<file path="config.mk">
export PLATFORM = sky130hd
export DESIGN_NAME = loc_irq_timer
export DESIGN_NICKNAME = d
export VERILOG_FILES = /design/src/rtl/lit_pkg.sv /design/src/rtl/lit_rst_sync.sv /design/src/rtl/lit_prescale.sv /design/src/rtl/lit_counter.sv /design/src/rtl/lit_regs.sv /design/src/rtl/loc_irq_timer.sv
export SDC_FILE = /design/constraint.sdc
export NUM_CORES = 1
export LEC_CHECK = 0
export CAP_MARGIN = 15
export CORE_ASPECT_RATIO = 0.6
export CORE_MARGIN = 3
export CORE_UTILIZATION = 49
export DETAILED_ROUTE_END_ITERATION = 10
export PLACE_DENSITY = 0.75
export SLEW_MARGIN = 15
export SYNTH_ARGS = -nofsm -noshare
export SYNTH_HDL_FRONTEND = slang
export SYNTH_SLANG_ARGS = --single-unit
</file>
<file path="constraint.sdc">
create_clock -name clk -period 3.55 [get_ports clk]
set_input_delay 1.065 -clock clk [delete_from_list [all_inputs] [get_ports clk]]
set_output_delay 1.065 -clock clk [all_outputs]
set_load 0.01 [all_outputs]
</file>
<file path="src/rtl/lit_pkg.sv">
package lit_pkg;

  localparam int unsigned OFS_ENTRY = 'h320;
  localparam int unsigned OFS_INIT  = 'h380;
  localparam int unsigned OFS_CUR   = 'h390;
  localparam int unsigned OFS_DIV   = 'h3E0;

  localparam int unsigned MASK_BIT  = 16;
  localparam int unsigned MODE_LSB  = 17;
  localparam int unsigned DIV_W     = 4;
  localparam int unsigned SH_W      = 3;

  typedef enum logic [1:0] {
    MODE_ONESHOT  = 2'd0,
    MODE_PERIODIC = 2'd1,
    MODE_DEADLINE = 2'd2,
    MODE_RSVD     = 2'd3
  } tmr_mode_e;

  // divisor = 2**shift; code bits {3,1,0} plus one, wrapping at 8
  function automatic logic [SH_W-1:0] div_shift(input logic [DIV_W-1:0] code);
    logic [SH_W-1:0] sel;
    sel = {code[3], code[1], code[0]};
    return sel + 3'd1;
  endfunction

endpackage

</file>
<file path="src/rtl/lit_rst_sync.sv">
module lit_rst_sync #(
  parameter int unsigned STAGES = 2
) (
  input  logic clk,
  input  logic rst_n,
  output logic rst_n_sync
);

  logic [STAGES-1:0] sync_q;
  logic [STAGES-1:0] sync_d;

  always_comb begin
    sync_d = {sync_q[STAGES-2:0], 1'b1};
  end

  always_ff @(posedge clk or negedge rst_n) begin
    if (!rst_n) begin
      sync_q <= '0;
    end else begin
      sync_q <= sync_d;
    end
  end

  assign rst_n_sync = sync_q[STAGES-1];

endmodule

</file>
<file path="src/rtl/lit_prescale.sv">
module lit_prescale
  import lit_pkg::*;
#(
  parameter int unsigned PW = (1 << SH_W) - 1
) (
  input  logic            clk,
  input  logic            rst_n,
  input  logic            clr,
  input  logic [SH_W-1:0] shift,
  output logic            tick
);

  logic [PW-1:0] pcnt_q;
  logic [PW-1:0] pcnt_d;
  logic [PW-1:0] last;

  always_comb begin
    last   = ~({PW{1'b1}} << shift);
    tick   = !clr && (pcnt_q == last);
    pcnt_d = (clr || tick) ? '0 : pcnt_q + 1'b1;
  end

  always_ff @(posedge clk or negedge rst_n) begin
    if (!rst_n) begin
      pcnt_q <= '0;
    end else begin
      pcnt_q <= pcnt_d;
    end
  end

  // with a divisor above one, ticks never come back to back
  a_r3_tick_spacing: assert property (@(posedge clk) disable iff (!rst_n)
    (tick && shift != '0 && !clr && $stable(shift)) |=> !tick);

  // a phase restart is followed by a tick only when the divisor is one
  a_r10_phase_restart: assert property (@(posedge clk) disable iff (!rst_n)
    (clr && $stable(shift)) |=> (!tick || shift == '0));

endmodule

</file>
<file path="src/rtl/lit_counter.sv">
module lit_counter
  import lit_pkg::*;
#(
  parameter int unsigned CW = 32
) (
  input  logic          clk,
  input  logic          rst_n,
  input  logic          load,
  input  logic [CW-1:0] load_val,
  input  logic [CW-1:0] reload_val,
  input  tmr_mode_e     mode,
  input  logic          mask,
  input  logic          tick,
  output logic [CW-1:0] cur,
  output logic          irq
);

  localparam logic [CW-1:0] ONE = CW'(1);

  logic [CW-1:0] cur_q;
  logic [CW-1:0] cur_d;
  logic          cur_en;
  logic          counting;
  logic          fire;
  logic          irq_q;
  logic          irq_d;

  always_comb begin
    counting = (cur_q != '0) && (mode == MODE_ONESHOT || mode == MODE_PERIODIC);
    cur_d    = cur_q;
    cur_en   = 1'b0;
    fire     = 1'b0;
    if (load) begin
      cur_en = 1'b1;
      cur_d  = load_val;
    end else if (tick && counting) begin
      cur_en = 1'b1;
      if (cur_q == ONE) begin
        fire  = 1'b1;
        cur_d = (mode == MODE_PERIODIC) ? reload_val : '0;
      end else begin
        cur_d = cur_q - ONE;
      end
    end
    irq_d = fire && !mask;
  end

  always_ff @(posedge clk or negedge rst_n) begin
    if (!rst_n) begin
      cur_q <= '0;
    end else if (cur_en) begin
      cur_q <= cur_d;
    end
  end

  always_ff @(posedge clk or negedge rst_n) begin
    if (!rst_n) begin
      irq_q <= 1'b0;
    end else begin
      irq_q <= irq_d;
    end
  end

  assign cur = cur_q;
  assign irq = irq_q;

  // a load places the written value in the count
  a_r4_load: assert property (@(posedge clk) disable iff (!rst_n)
    load |=> cur_q == $past(load_val));

  // one-shot count stays at zero until reloaded
  a_r5_oneshot_hold: assert property (@(posedge clk) disable iff (!rst_n)
    (mode == MODE_ONESHOT && cur_q == '0 && !load) |=> cur_q == '0);

  // periodic expiry reloads the initial count
  a_r6_reload: assert property (@(posedge clk) disable iff (!rst_n)
    (mode == MODE_PERIODIC && tick && cur_q == ONE && !load) |=> cur_q == $past(reload_val));

  // non-counting modes freeze the count
  a_r12_frozen: assert property (@(posedge clk) disable iff (!rst_n)
    (mode != MODE_ONESHOT && mode != MODE_PERIODIC && !load) |=> $stable(cur_q));

endmodule

</file>
<file path="src/rtl/lit_regs.sv">
module lit_regs
  import lit_pkg::*;
#(
  parameter int unsigned AW = 12,
  parameter int unsigned CW = 32,
  parameter int unsigned VW = 8
) (
  input  logic            clk,
  input  logic            rst_n,
  input  logic            wr,
  input  logic [AW-1:0]   addr,
  input  logic [CW-1:0]   wdata,
  input  logic [CW-1:0]   cur,
  output logic [CW-1:0]   rdata,
  output logic [VW-1:0]   vec,
  output logic            mask,
  output tmr_mode_e       mode,
  output logic [CW-1:0]   init,
  output logic [SH_W-1:0] shift,
  output logic            load,
  output logic            div_wr
);

  localparam logic [AW-1:0] A_ENTRY = AW'(OFS_ENTRY);
  localparam logic [AW-1:0] A_INIT  = AW'(OFS_INIT);
  localparam logic [AW-1:0] A_CUR   = AW'(OFS_CUR);
  localparam logic [AW-1:0] A_DIV   = AW'(OFS_DIV);

  logic [VW-1:0]    vec_q;
  logic             mask_q;
  tmr_mode_e        mode_q;
  logic [CW-1:0]    init_q;
  logic [DIV_W-1:0] div_q;
  logic             entry_wr;

  always_comb begin
    entry_wr = wr && (addr == A_ENTRY);
    load     = wr && (addr == A_INIT);
    div_wr   = wr && (addr == A_DIV);
  end

  always_ff @(posedge clk or negedge rst_n) begin
    if (!rst_n) begin
      vec_q  <= '0;
      mask_q <= 1'b1;
      mode_q <= MODE_ONESHOT;
    end else if (entry_wr) begin
      vec_q  <= wdata[VW-1:0];
      mask_q <= wdata[MASK_BIT];
      mode_q <= tmr_mode_e'(wdata[MODE_LSB+1:MODE_LSB]);
    end
  end

  always_ff @(posedge clk or negedge rst_n) begin
    if (!rst_n) begin
      init_q <= '0;
    end else if (load) begin
      init_q <= wdata;
    end
  end

  always_ff @(posedge clk or negedge rst_n) begin
    if (!rst_n) begin
      div_q <= '0;
    end else if (div_wr) begin
      div_q <= wdata[DIV_W-1:0];
    end
  end

  always_comb begin
    rdata = '0;
    if (addr == A_ENTRY) begin
      rdata[VW-1:0]              = vec_q;
      rdata[MASK_BIT]            = mask_q;
      rdata[MODE_LSB+1:MODE_LSB] = mode_q;
    end else if (addr == A_INIT) begin
      rdata = init_q;
    end else if (addr == A_CUR) begin
      rdata = cur;
    end else if (addr == A_DIV) begin
      rdata[DIV_W-1:0] = div_q;
    end
  end

  always_comb begin
    vec   = vec_q;
    mask  = mask_q;
    mode  = mode_q;
    init  = init_q;
    shift = div_shift(div_q);
  end

  // bits between the vector and the mask always read zero
  always_comb begin
    if (rst_n && addr == A_ENTRY) begin
      a_r2_entry_gap: assert (rdata[MASK_BIT-1:VW] == '0);
    end
  end

endmodule

</file>
<file path="src/rtl/loc_irq_timer.sv">
module loc_irq_timer
  import lit_pkg::*;
#(
  parameter int unsigned ADDR_W = 12,
  parameter int unsigned CNT_W  = 32,
  parameter int unsigned VEC_W  = 8
) (
  input  logic              clk,
  input  logic              rst_n,
  input  logic              reg_wr,
  input  logic [ADDR_W-1:0] reg_addr,
  input  logic [CNT_W-1:0]  reg_wdata,
  output logic [CNT_W-1:0]  reg_rdata,
  output logic              irq_req,
  output logic [VEC_W-1:0]  irq_vector
);

  logic            rst_s;
  logic [CNT_W-1:0] cur;
  logic [CNT_W-1:0] init;
  logic            mask;
  tmr_mode_e       mode;
  logic [SH_W-1:0] shift;
  logic            load;
  logic            div_wr;
  logic            tick;
  logic            presc_clr;

  lit_rst_sync #(.STAGES(2)) u_rst (
    .clk        (clk),
    .rst_n      (rst_n),
    .rst_n_sync (rst_s)
  );

  lit_regs #(.AW(ADDR_W), .CW(CNT_W), .VW(VEC_W)) u_regs (
    .clk    (clk),
    .rst_n  (rst_s),
    .wr     (reg_wr),
    .addr   (reg_addr),
    .wdata  (reg_wdata),
    .cur    (cur),
    .rdata  (reg_rdata),
    .vec    (irq_vector),
    .mask   (mask),
    .mode   (mode),
    .init   (init),
    .shift  (shift),
    .load   (load),
    .div_wr (div_wr)
  );

  assign presc_clr = load || div_wr;

  lit_prescale u_presc (
    .clk   (clk),
    .rst_n (rst_s),
    .clr   (presc_clr),
    .shift (shift),
    .tick  (tick)
  );

  lit_counter #(.CW(CNT_W)) u_cnt (
    .clk        (clk),
    .rst_n      (rst_s),
    .load       (load),
    .load_val   (reg_wdata),
    .reload_val (init),
    .mode       (mode),
    .mask       (mask),
    .tick       (tick),
    .cur        (cur),
    .irq        (irq_req)
  );

  // a request never follows an expiry seen while masked
  a_r7_masked: assert property (@(posedge clk) disable iff (!rst_s)
    irq_req |-> !$past(mask));

  // a request is never raised by the edge that loads a new count
  a_r5_no_irq_on_load: assert property (@(posedge clk) disable iff (!rst_s)
    load |=> !irq_req);

endmodule

</file>
==> metrics.md <==
| Metric | Value |
|---|---|
| Result of the run | `complete, but fails checks` |
| Failing checks | `setup timing` |
| Hold Path Class | `reg2reg` |
| Slew HR | `just under 30%` |
| Syn Inst Count | `656` |
| Wire per inst | `roughly 19 um` |
| Yosys top cell area share | `roughly two fifths` |
| Power density over cell area | `330 nW/um^2` |
| Critical path arrival | `just under 3 ns` |
| First-pass GRT wire length | `around 29 mm` |
| Worst endpoint required time | `about 2.5 ns` |
| Total number of vias | `5662` |
| Placed instance count | `897` |
| Slew at the pin closest to its max-slew limit | `between 1 and 1.5 ns` |
| Async SR Flop Fraction | `100%` |
| Die area | `12500 um^2` |
| Hold-fix buffers, CTS | `0` |
| Final period utilization | `113%` |
| Top post-synthesis cells by area | `dfrtp_1 40%, nand2_1 10%, mux2i_1 7.5%` |
| Area Overhead vs Synth | `42.2%` |
| Critical path peak fanout | `3` |
| Critical path endpoint category | `primary output` |
| Post-Syn Area per Cell | `8.36 um^2` |
| Endpoints failing setup | `32` |
| DRT antenna net count | `0` |
| Max Cap Viol | `0` |
| Final Hold Violating Endpoints | `0` |
| Final WS setup | `-0.460 ns` |
| Total GRT Usage | `29.3%` |
| Gpl congestion | `0.913` |
| Clock Skews | `approximately 0.0083 ns` |
| Slowest stage cell on the critical path | `or4_4` |
| CTS Root Cell | `clkbuf_16` |
| Core area | `10700 um^2` |
| Worst-path clk slew | `0.07 ns` |
| Crit path kind | `in2out` |
| DRT Pass-1 Iters | `7` |
| Placed Area | `around 7000 um^2` |
| Ant diodes | `0` |
| HPWL after detailed placement | `roughly 12 mm` |
| Min Hold Slack | `roughly 0.36 ns` |
| DRC Markers | `0` |
| Share of cells above drive strength 1 | `25.0%` |
| Clock Tree Buf Depth | `2` |
| Most frequent CP cell | `buf_6` |
| Pin count of the biggest net entering global routing | `74` |
| Crit path max-delay family | `simple AND/OR/NAND/NOR gates` |
| Initial antenna violation count | `0` |
| Most frequent cells after synthesis | `151 x nand2_1, 88 x dfrtp_1, 62 x nor2_1` |
| # fillers | `~800` |
| Lkg Pwr | `about 3.6 nW` |
| Fin area | `~8000 um^2` |
| CTS tree | `yes` |
| Worst skew pair latency | `~0.35 ns` |
| Area of the multi-input gates | `3290 um^2` |
| Number of library cell types mapped by synthesis | `66` |
| Max frequency | `approximately 250 MHz` |
| DRT iter0 DRCs | `627` |
| Grt ovf | `0` |
| Final cell count without fillers | `946` |
| Port bufs | `between 80 and 90` |
| EDFF count, synth | `0` |
| Final min period | `between 4 and 5 ns` |
| Critical Path Source Type | `primary input` |
| Synthesized area | `5480 um^2` |
| Max incr delay on CP | `approximately 0.54 ns` |
| Die width | `143 um` |
| Slew Limit Fails | `0` |
| Most numerous cell in the Yosys netlist | `nand2_1` |
| Synth Register Bits | `slightly below 90` |
| CP bufs+invs | `5` |
| Unrepaired setup endpoints after global routing | `yes` |
| Htree depth | `3` |
| Via/cell ratio | `approximately 6.0` |
| I/O pin total | `about 90` |
| Dominant cell type by area after synthesis | `dfrtp_1` |
| Seq. cell area | `approximately 2200 um^2` |
| Seq/Total Area, Yosys | `between 40% and 50%` |
| Worst vdd ir | `roughly 0.25 mV` |
| Initial core utilization | `around half` |
| Ys Warns | `0` |
| Vias in the first global route | `roughly 5400` |
| Worst path cell trace | `buf_6 -> or4_4 -> or2_4 -> nor4_4 -> buf_4 -> buf_6 -> buf_6 -> a211oi_2 -> a21oi_2 -> buf_2` |
| Total CTS buffers | `9` |
| Height of the die | `~90 um` |
| Syn Nets | `709` |
| Clock sink total | `89` |
| Nets | `between 800 and 900` |
| Routed wire length | `18.1 mm` |
| Site Rows | `29` |
| Ys flop type | `dfrtp_1` |
| Setup TNS | `-11.58 ns` |
power by group:
| group | internal (mW) | switching [mW] |
|---|---|---|
| clock network | 0.696 | 0.432 |
| logic | 0.154 | 0.159 |
| registers | 1.05 | 0.0776 |
| total | 1.90 | 0.668 |
repair_timing:
action,in CTS,in global routing
resized for setup,199,15
setup buffers,24,6
endpoints found under the setup margin,34,33
gates cloned,3,0
pin swaps,12,4
worst register-to-register path: stages, from the launching register on:
cell	delay [ns]
dfrtp_1	0.45
ha_1	0.24
xnor2_1	0.55
nand2_1	0.15
xnor2_1	0.17
and4_1	0.26
a21oi_2	0.86
buf_4	0.25
o22ai_1	0.07
cell families after synthesis:
group	count (synthesis)	synth area share (%)
xor gates and xnor gates	12	1.92
buffers and inverters	53	4.54
DFF	89	40.7
muxes	52	9.75
other	1	0.0684
adders and majority gates	6	1.37
AOI/OAI and AO/OA	128	14.5
and+or+nand+nor	315	27.2
final cells by class:
type                            instances  share of cell area [%]
Clock buffer                            9                    2.89
Clock inverter                          7                    1.59
Inverter                               15                   0.722
Multi-Input combinational cell        514                    42.2
Sequential cell                        89                    28.6
Tap cell                              139                    2.23
Timing Repair Buffer                  173                    21.7
layout by cell type (no fill, tap or decap), types with 4 or more instances in the layout:
cell	instances
xnor2_1	10
nand3_1	35
buf_4	59
nor2_4	23
nand2_2	5
and4_1	6
nand2b_1	4
buf_8	4
o21ai_1	28
nand4_1	6
inv_1	15
dlygate4sd2_1	5
nor2_1	41
o211ai_1	11
ha_1	6
clkbuf_16	9
dfrtp_1	87
and3_1	6
a31oi_1	4
clkdlybuf4s50_1	43
buf_2	14
o21ai_2	7
buf_12	6
nor3_1	8
buf_6	36
nor4_1	6
o21ai_0	11
a21oi_1	29
o31ai_1	8
mux2i_1	41
mux2_1	11
nand2_1	145
sequential cells by signal, summed over array words and instances, names as in the netlist:
name and cells:
u_regs.init 32, u_regs.vec 8, u_presc.pcnt_q 7, u_cnt.cur 32, u_regs.mode 2, u_rst.sync_q 2
u_regs.mask 1, u_cnt.irq 1, u_regs.div_q 4
through the flow:
step / setup WS [ns] / power, mW / util [%]
finish: -0.460 / 2.57 / 72.6
floorplan: -0.139 / 1.31 / -
CTS: -0.403 / 2.57 / 71.5
detailed placement: -1.12 / 1.45 / 64.8
global route: -0.537 / 2.66 / 72.6
global placement: -1.05 / 1.44 / 64.8
final timing paths:
kind	start	end	slack, ns	cells past startpoint
worst min register to register	u_rst.sync_q[0]$_DFF_PN0_	u_rst.sync_q[1]$_DFF_PN0_	0.36	0
worst min-delay path	u_rst.sync_q[0]$_DFF_PN0_	u_rst.sync_q[1]$_DFF_PN0_	0.36	0
worst max register to register	u_regs.div_q[0]$_DFFE_PN0P_	u_cnt.cur[8]$_DFFE_PN0P_	0.44	8
max in group asynchronous	u_rst.sync_q[1]$_DFF_PN0_	u_cnt.cur[14]$_DFFE_PN0P_	2.25	1
min in group asynchronous	u_rst.sync_q[1]$_DFF_PN0_	u_presc.pcnt_q[4]$_DFF_PN0_	0.51	0
worst max-delay path	reg_addr[2]	reg_rdata[1]	-0.46	10
layer usage:
layer | vias to the layer above | part of all wire, % | routed length (um) | GRT usage [%]
met4 | 0 | 1.7 | 307 | 7.85
met5 | - | 0 | 0 | 0
met3 | 38 | 9.0 | 1630 | 7.04
li1 | 2598 | - | - | -
met2 | 304 | 43 | 7710 | 42.1
met1 | 2722 | 47 | 8500 | 44.1
(Power assumes the default switching activity.)
